`src/rtl/in_ep_pkg.sv`:
```
package in_ep_pkg;

    typedef enum logic [1:0] {
        S_EMPTY  = 2'd0,
        S_ARMED  = 2'd1,
        S_STREAM = 2'd2,
        S_AWAIT  = 2'd3
    } ep_state_e;

endpackage

```
`src/rtl/in_ep_store.sv`:
```
module in_ep_store #(
    parameter int DEPTH = 64,
    parameter int DW    = 8,
    localparam int AW   = $clog2(DEPTH)
) (
    input  logic          clk,
    input  logic          wr_en,
    input  logic [AW-1:0] wr_addr,
    input  logic [DW-1:0] wr_data,
    input  logic [AW-1:0] rd_addr,
    output logic [DW-1:0] rd_data
);

    logic [DEPTH*DW-1:0] cells_flat;

    for (genvar g = 0; g < DEPTH; g++) begin : g_cell
        logic [DW-1:0] cell_q;
        always_ff @(posedge clk) begin
            if (wr_en && (wr_addr == AW'(g)))
                cell_q <= wr_data;
        end
        assign cells_flat[g*DW +: DW] = cell_q;
    end

    assign rd_data = cells_flat[rd_addr*DW +: DW];

endmodule

```
`src/rtl/in_ep_fsm.sv`:
```
module in_ep_fsm
    import in_ep_pkg::*;
#(
    parameter int DEPTH = 64,
    localparam int AW   = $clog2(DEPTH),
    localparam int CW   = $clog2(DEPTH + 1)
) (
    input  logic          clk,
    input  logic          rst_n,
    input  logic          cnt_wr,
    input  logic [CW-1:0] cnt_val,
    input  logic          tok_in,
    input  logic          hs_ack,
    input  logic          hs_err,
    output ep_state_e     state,
    output logic [AW-1:0] rd_idx,
    output logic          arm_evt,
    output logic          ack_evt,
    output logic          nak,
    output logic          tx_valid,
    output logic          tx_end
);

    localparam logic [CW-1:0] MAXLEN = CW'(DEPTH);

    ep_state_e     state_q, state_d;
    logic [CW-1:0] len_q;
    logic [CW-1:0] idx_q;
    logic          nak_q;

    // State register
    always_ff @(posedge clk) begin
        if (!rst_n) state_q <= S_EMPTY;
        else        state_q <= state_d;
    end

    // Transitions
    always_comb begin
        state_d = state_q;
        unique case (state_q)
            S_EMPTY:  if (cnt_wr && (cnt_val <= MAXLEN)) state_d = S_ARMED;
            S_ARMED:  if (tok_in)                       state_d = S_STREAM;
            S_STREAM: if (idx_q == len_q)               state_d = S_AWAIT;
            S_AWAIT: begin
                if (hs_ack)      state_d = S_EMPTY;
                else if (hs_err) state_d = S_ARMED;
            end
            default:             state_d = S_EMPTY;
        endcase
    end

    // Length, read index and NAK register
    always_ff @(posedge clk) begin
        if (!rst_n) begin
            len_q <= '0;
            idx_q <= '0;
            nak_q <= 1'b0;
        end else begin
            nak_q <= (state_q == S_EMPTY) && tok_in;
            if (arm_evt)
                len_q <= cnt_val;
            if ((state_q == S_ARMED) && tok_in)
                idx_q <= '0;
            else if ((state_q == S_STREAM) && (idx_q < len_q))
                idx_q <= idx_q + 1'b1;
        end
    end

    // Outputs
    always_comb begin
        arm_evt  = (state_q == S_EMPTY) && cnt_wr && (cnt_val <= MAXLEN);
        ack_evt  = (state_q == S_AWAIT) && hs_ack;
        tx_valid = (state_q == S_STREAM) && (idx_q < len_q);
        tx_end   = (state_q == S_STREAM) && (idx_q == len_q);
        nak      = nak_q;
        rd_idx   = idx_q[AW-1:0];
        state    = state_q;
    end

    p_len_bound_r1: assert property (@(posedge clk) disable iff (!rst_n)
        (state_q != S_EMPTY) |-> (len_q <= MAXLEN));

    p_only_count_arms_r2: assert property (@(posedge clk) disable iff (!rst_n)
        ((state_q == S_EMPTY) && !cnt_wr) |=> (state_q == S_EMPTY));

    p_nak_unarmed_r3: assert property (@(posedge clk) disable iff (!rst_n)
        ((state_q == S_EMPTY) && tok_in) |=> (nak && !tx_valid && !tx_end));

    p_rewind_r5: assert property (@(posedge clk) disable iff (!rst_n)
        ((state_q == S_ARMED) && tok_in) |=> (idx_q == '0));

    p_retry_r7: assert property (@(posedge clk) disable iff (!rst_n)
        ((state_q == S_AWAIT) && hs_err && !hs_ack) |=> (state_q == S_ARMED));

    p_len_hold_r9: assert property (@(posedge clk) disable iff (!rst_n)
        ((state_q == S_ARMED) && cnt_wr) |=> $stable(len_q));

endmodule

```
`src/rtl/in_ep_flags.sv`:
```
module in_ep_flags (
    input  logic clk,
    input  logic rst_n,
    input  logic arm_evt,
    input  logic ack_evt,
    input  logic flag_wr,
    input  logic flag_val,
    output logic bav,
    output logic tog
);

    logic bav_q;
    logic tog_q;

    always_ff @(posedge clk) begin
        if (!rst_n) begin
            bav_q <= 1'b1;
            tog_q <= 1'b0;
        end else begin
            if (ack_evt)
                bav_q <= 1'b1;
            else if (arm_evt || (flag_wr && flag_val))
                bav_q <= 1'b0;
            if (ack_evt)
                tog_q <= ~tog_q;
        end
    end

    assign bav = bav_q;
    assign tog = tog_q;

    p_bav_on_ack_r6: assert property (@(posedge clk) disable iff (!rst_n)
        ack_evt |=> bav_q);

    p_toggle_hold_r8: assert property (@(posedge clk) disable iff (!rst_n)
        !ack_evt |=> $stable(tog_q));

    p_toggle_flip_r8: assert property (@(posedge clk) disable iff (!rst_n)
        ack_evt |=> (tog_q != $past(tog_q)));

    p_clear_zero_r11: assert property (@(posedge clk) disable iff (!rst_n)
        (bav_q && flag_wr && !flag_val && !arm_evt) |=> bav_q);

endmodule

```
`src/rtl/usb_in_ep_arbiter.sv`:
```
module usb_in_ep_arbiter
    import in_ep_pkg::*;
#(
    parameter int DEPTH = 64,
    parameter int DW    = 8
) (
    input  logic                       clk,
    input  logic                       rst_n,
    input  logic                       ld_wr,
    input  logic [$clog2(DEPTH)-1:0]   ld_addr,
    input  logic [DW-1:0]              ld_data,
    input  logic                       cnt_wr,
    input  logic [$clog2(DEPTH+1)-1:0] cnt_val,
    input  logic                       flag_wr,
    input  logic                       flag_val,
    input  logic                       tok_in,
    input  logic                       hs_ack,
    input  logic                       hs_err,
    output logic                       nak,
    output logic                       tx_valid,
    output logic [DW-1:0]              tx_data,
    output logic                       tx_end,
    output logic                       ep_armed,
    output logic                       bav_irq,
    output logic                       data_tog
);

    localparam int AW = $clog2(DEPTH);

    ep_state_e     state;
    logic [AW-1:0] rd_idx;
    logic [DW-1:0] rd_data;
    logic          arm_evt;
    logic          ack_evt;

    in_ep_store #(.DEPTH(DEPTH), .DW(DW)) u_store (
        .clk     (clk),
        .wr_en   (ld_wr),
        .wr_addr (ld_addr),
        .wr_data (ld_data),
        .rd_addr (rd_idx),
        .rd_data (rd_data)
    );

    in_ep_fsm #(.DEPTH(DEPTH)) u_fsm (
        .clk      (clk),
        .rst_n    (rst_n),
        .cnt_wr   (cnt_wr),
        .cnt_val  (cnt_val),
        .tok_in   (tok_in),
        .hs_ack   (hs_ack),
        .hs_err   (hs_err),
        .state    (state),
        .rd_idx   (rd_idx),
        .arm_evt  (arm_evt),
        .ack_evt  (ack_evt),
        .nak      (nak),
        .tx_valid (tx_valid),
        .tx_end   (tx_end)
    );

    in_ep_flags u_flags (
        .clk      (clk),
        .rst_n    (rst_n),
        .arm_evt  (arm_evt),
        .ack_evt  (ack_evt),
        .flag_wr  (flag_wr),
        .flag_val (flag_val),
        .bav      (bav_irq),
        .tog      (data_tog)
    );

    assign ep_armed = (state != S_EMPTY);
    assign tx_data  = tx_valid ? rd_data : '0;

    p_stream_excl_r5: assert property (@(posedge clk) disable iff (!rst_n)
        $onehot0({tx_valid, tx_end, nak}));

endmodule

```
`config.mk`:
```
export PLATFORM = sky130hd
export DESIGN_NAME = usb_in_ep_arbiter
export DESIGN_NICKNAME = d
export VERILOG_FILES = /design/src/rtl/in_ep_pkg.sv /design/src/rtl/in_ep_store.sv /design/src/rtl/in_ep_fsm.sv /design/src/rtl/in_ep_flags.sv /design/src/rtl/usb_in_ep_arbiter.sv
export SDC_FILE = /design/constraint.sdc
export NUM_CORES = 1
export LEC_CHECK = 0
export ABC_AREA = 1
export BUFFER_PORTS_ARGS = -buffer_cell sky130_fd_sc_hd__buf_2
export CAP_MARGIN = 20
export CORE_AREA = 2 2 190 286
export DETAILED_ROUTE_END_ITERATION = 12
export DIE_AREA = 0 0 192 288
export HOLD_SLACK_MARGIN = 0.12
export REMOVE_ABC_BUFFERS = 1
export SETUP_SLACK_MARGIN = 0.05
export SYNTH_ARGS = -nofsm -noshare
export SYNTH_HDL_FRONTEND = slang
export SYNTH_SLANG_ARGS = --single-unit
```
`constraint.sdc`:
```
create_clock -name clk -period 5.6 [get_ports clk]
set_input_delay 1.12 -clock clk [delete_from_list [all_inputs] [get_ports clk]]
set_output_delay 1.12 -clock clk [all_outputs]
set_load 0.05 [all_outputs]
```
==> flow_metrics.py <==
metrics = {
    "clock_network": {
        "cts_tree": "built",
        "cts_hold_buf": 0,
        "post_cts_buffers": 0,
        "insertion_delay_ns": 0.56,
        "cts_resized": 0,
        "root_buffer": "clkbuf_16",
        "cts_made_buffers": 47,
        "htree_levels": 2,
        "clockBufferDepth": 3,
        "cts_sinks": 531,
        "clkTransAtPathRegs_ns": 0.06,
    },
    "yosys": {
        "avgSynthCellArea_um2": 11.2,
        "synth_top_cell_area_share_pct": 69.9,
        "synthTopCellsByArea": "edfxtp_1, nand2_1, nand3_1, nor2_1, buf_2",
        "synth_warnings": 0,
        "synth_seq_cells": 531,
        "syn_area_um2": 22000,
        "synth_cell_types": 24,
        "yosysSeqAreaShare_pct": 71.6,
        "yosys.area.top_type": "edfxtp_1",
        "synthCells": 1966,
    },
    "critical_path": {
        "reg2reg_from": "u_fsm.idx_q[4]",
        "crit_family": "flip-flops",
        "cp-startpoint": "u_fsm.idx_q[4]",
        "setup.worst_path.class": "reg -> out",
        "max_stage_delay_ns": 1.01,
        "crit_path_max_fanout": 18,
        "cp-start-kind": "flop",
        "required_ns": 4.48,
        "cpMaxStageDelayCell": "dfxtp_1",
        "cp-end-kind": "primary output",
        "r2r_cells": 8,
        "cp.arrival_ns": 3.87,
        "crit_chain": "ha_1, nand4_1, and3_1, nand2_1, inv_1, nand3_1, nor2_1, buf_2",
        "crit_buf_inv": 2,
        "worst-path-stages": 8,
    },
    "min_path": {
        "hold_path_class": "reg -> reg",
        "hp-start": "u_fsm.len_q[5]",
        "holdPathStages": 2,
    },
    "drt": {
        "first_iter_violations": 1452,
        "drt_pass1_iterations": 7,
        "ant_nets": 0,
        "drt_wl_total_um": 59200,
        "wl_per_cell_um": 21.9,
        "num_vias": 14600,
        "drc_errors": 0,
        "avgViaCountPerCell": 5.42,
    },
    "finish": {
        "area_growth_pct": 10.5,
        "multiInputGateArea_um2": 5540,
        "nets": 2016,
        "layout-drive-gt1-share_pct": 6.76,
        "seq_area_um2": 15800,
        "insertedDiodeCount": 0,
        "filler_cell_count": 4820,
    },
    "sta": {
        "max_slew.worst_pin.slew_ns": 1.08,
        "fin_skew_ns": 0.00524,
        "setup_viol": 0,
        "rsz0062_at_grt": "no",
        "tns_ns": 0,
        "period_minus_slack_ns": 4.99,
        "fmax_ghz": 0.201,
        "whs_ns": 0.462,
        "fin_crit_sh_pct": 89.0,
        "slew_violations": 0,
        "finalHoldViolations": 0,
        "maxSlewHeadroom_pct": 28.2,
    },
    "floorplanning": {
        "die_height_um": 288,
        "row_count": 104,
        "start_util_pct": 41.4,
        "ios": 44,
        "dieArea_um2": 55300,
        "fp.coreArea_um2": 53100,
        "die_w_um": 192,
    },
    "global_route": {
        "grt_max_degree": 192,
        "grt_util_all_layers_pct": 21.4,
        "grt_overflow": 0,
        "antenna_found_initial": 0,
        "grt_pass1_wl_um": 87300,
        "grt_pass1_vias": 14300,
    },
    "power_and_ir_drop": {
        "p_leak_nw": 8.72,
        "power_density_nw_per_um2": 366,
        "ir_drop_mv": 0.309,
    },
    "outcome": {
        "status": "finished, final reports clean",
    },
    "place": {
        "routabilityCongestion": 0.854,
        "place.detailed.hpwl_um": 35500,
        "io_buffers": 43,
    },
    "run": {
        "drv_cap": 0,
    },
}
[stage by stage]
stage	instance area, µm²	setup WS, ns	std cells	util, %	power (W)
finish	24300	0.614	2700	45.8	0.00890
global route	24300	0.443	2700	45.8	0.00919
CTS	24300	0.615	2700	45.8	0.00894
detailed placement	22800	1.20	2613	43.0	0.00581
global placement	22700	1.18	2610	42.8	0.00580
floorplan	21400	-4.35	1856	-	0.00540
[final timing paths]
| check | endpoint | slack [ns] |
|---|---|---|
| max reg2reg | u_fsm.idx_q[2] | 2.82 |
| min | u_fsm.len_q[5] | 0.46 |
| max | tx_data[6] | 0.61 |
| min reg2reg | u_fsm.len_q[5] | 0.46 |
[power breakdown]
group          switching [W]  leakage (nW)  internal, W
clock                0.00143         0.713      0.00175
sequential         0.0000321          4.76      0.00440
combinational       0.000961          3.25     0.000332
[area by class of cell]
class	instances	area share [%]
flip-flops and latches	531	64.9
inverters	39	0.644
repair buffers	68	2.01
clock inverters	27	1.01
well taps	689	3.55
clock buffers	60	5.08
multi-input cells	1286	22.8
[worst register-to-register path, delay by kind of cell, from the launching register on]
family | cells | cell delay (ns)
AOI/OAI and AO/OA | 1 | 0.04
adders and majority gates | 1 | 0.39
and+or+nand+nor | 5 | 0.66
DFF | 1 | 1.01
buffers and inverters | 1 | 0.56
[cells by family (layout without fill, tap and decap cells)]
kind of cell    Yosys count  count (layout)  synth area share (%)
xor+xnor                  4               4                 0.159
flops                   531             531                  71.6
fa+ha+maj                13              13                 0.740
compound gates           65              65                  1.50
simple gates           1204            1204                  22.8
buf+inv                 149             194                  3.18
[registers in the layout, summed over array words and instances (netlist names)]
register	flops
u_fsm.idx_q	7
u_fsm.len_q	7
u_store.g_cell.cell_q	512
u_flags.tog	1
u_fsm.state	2
u_fsm.nak	1
u_flags.bav	1
[cells in the final DEF (no fill, tap or decap)]
| cell type | Yosys | final |
|---|---|---|
| dfxtp_1 | 19 | 16 |
| buf_12 | 0 | 2 |
| a21oi_1 | 52 | 52 |
| edfxtp_1 | 512 | 512 |
| clkinv_1 | 3 | 17 |
| buf_4 | 5 | 20 |
| xor2_1 | 3 | 3 |
| buf_16 | 0 | 3 |
| nor2_1 | 108 | 107 |
| clkinv_8 | 0 | 2 |
| inv_8 | 0 | 1 |
| dfxtp_4 | 0 | 2 |
| nand3_1 | 373 | 373 |
| inv_1 | 34 | 34 |
| clkbuf_8 | 0 | 1 |
| nand4_1 | 2 | 2 |
| clkbuf_16 | 0 | 47 |
| dfxtp_2 | 0 | 1 |
| nor4_4 | 1 | 1 |
| clkinv_2 | 0 | 5 |
| ha_1 | 13 | 13 |
| o21ai_0 | 11 | 11 |
| and3_1 | 1 | 1 |
| clkbuf_1 | 21 | 12 |
| buf_2 | 77 | 43 |
| xnor2_1 | 1 | 1 |
| inv_4 | 1 | 1 |
| clkinvlp_4 | 0 | 2 |
| bufinv_16 | 0 | 4 |
| o211ai_1 | 1 | 1 |
| nand2_1 | 719 | 719 |
| nor2_2 | 0 | 1 |
| o22ai_1 | 1 | 1 |
[cells in the mapped netlist (all sizes together)]
cell,instances
xor2,3
nand4,2
o211ai,1
clkbuf,21
o21ai,11
buf,89
nor2,108
a21oi,52
ha,13
inv,36
clkinv,3
dfxtp,19
nor4,1
edfxtp,512
nand2,719
xnor2,1
nand3,373
o22ai,1
and3,1
[routing by layer]
| metal | share of wire [%] | track usage [%] |
|---|---|---|
| met2 | 52 | 38.2 |
| met3 | 5.1 | 2.30 |
| met4 | 6.2 | 12.4 |
| met5 | 0 | 0 |
| met1 | 37 | 25.0 |
No activity file was read; power rests on OpenSTA's default activity.
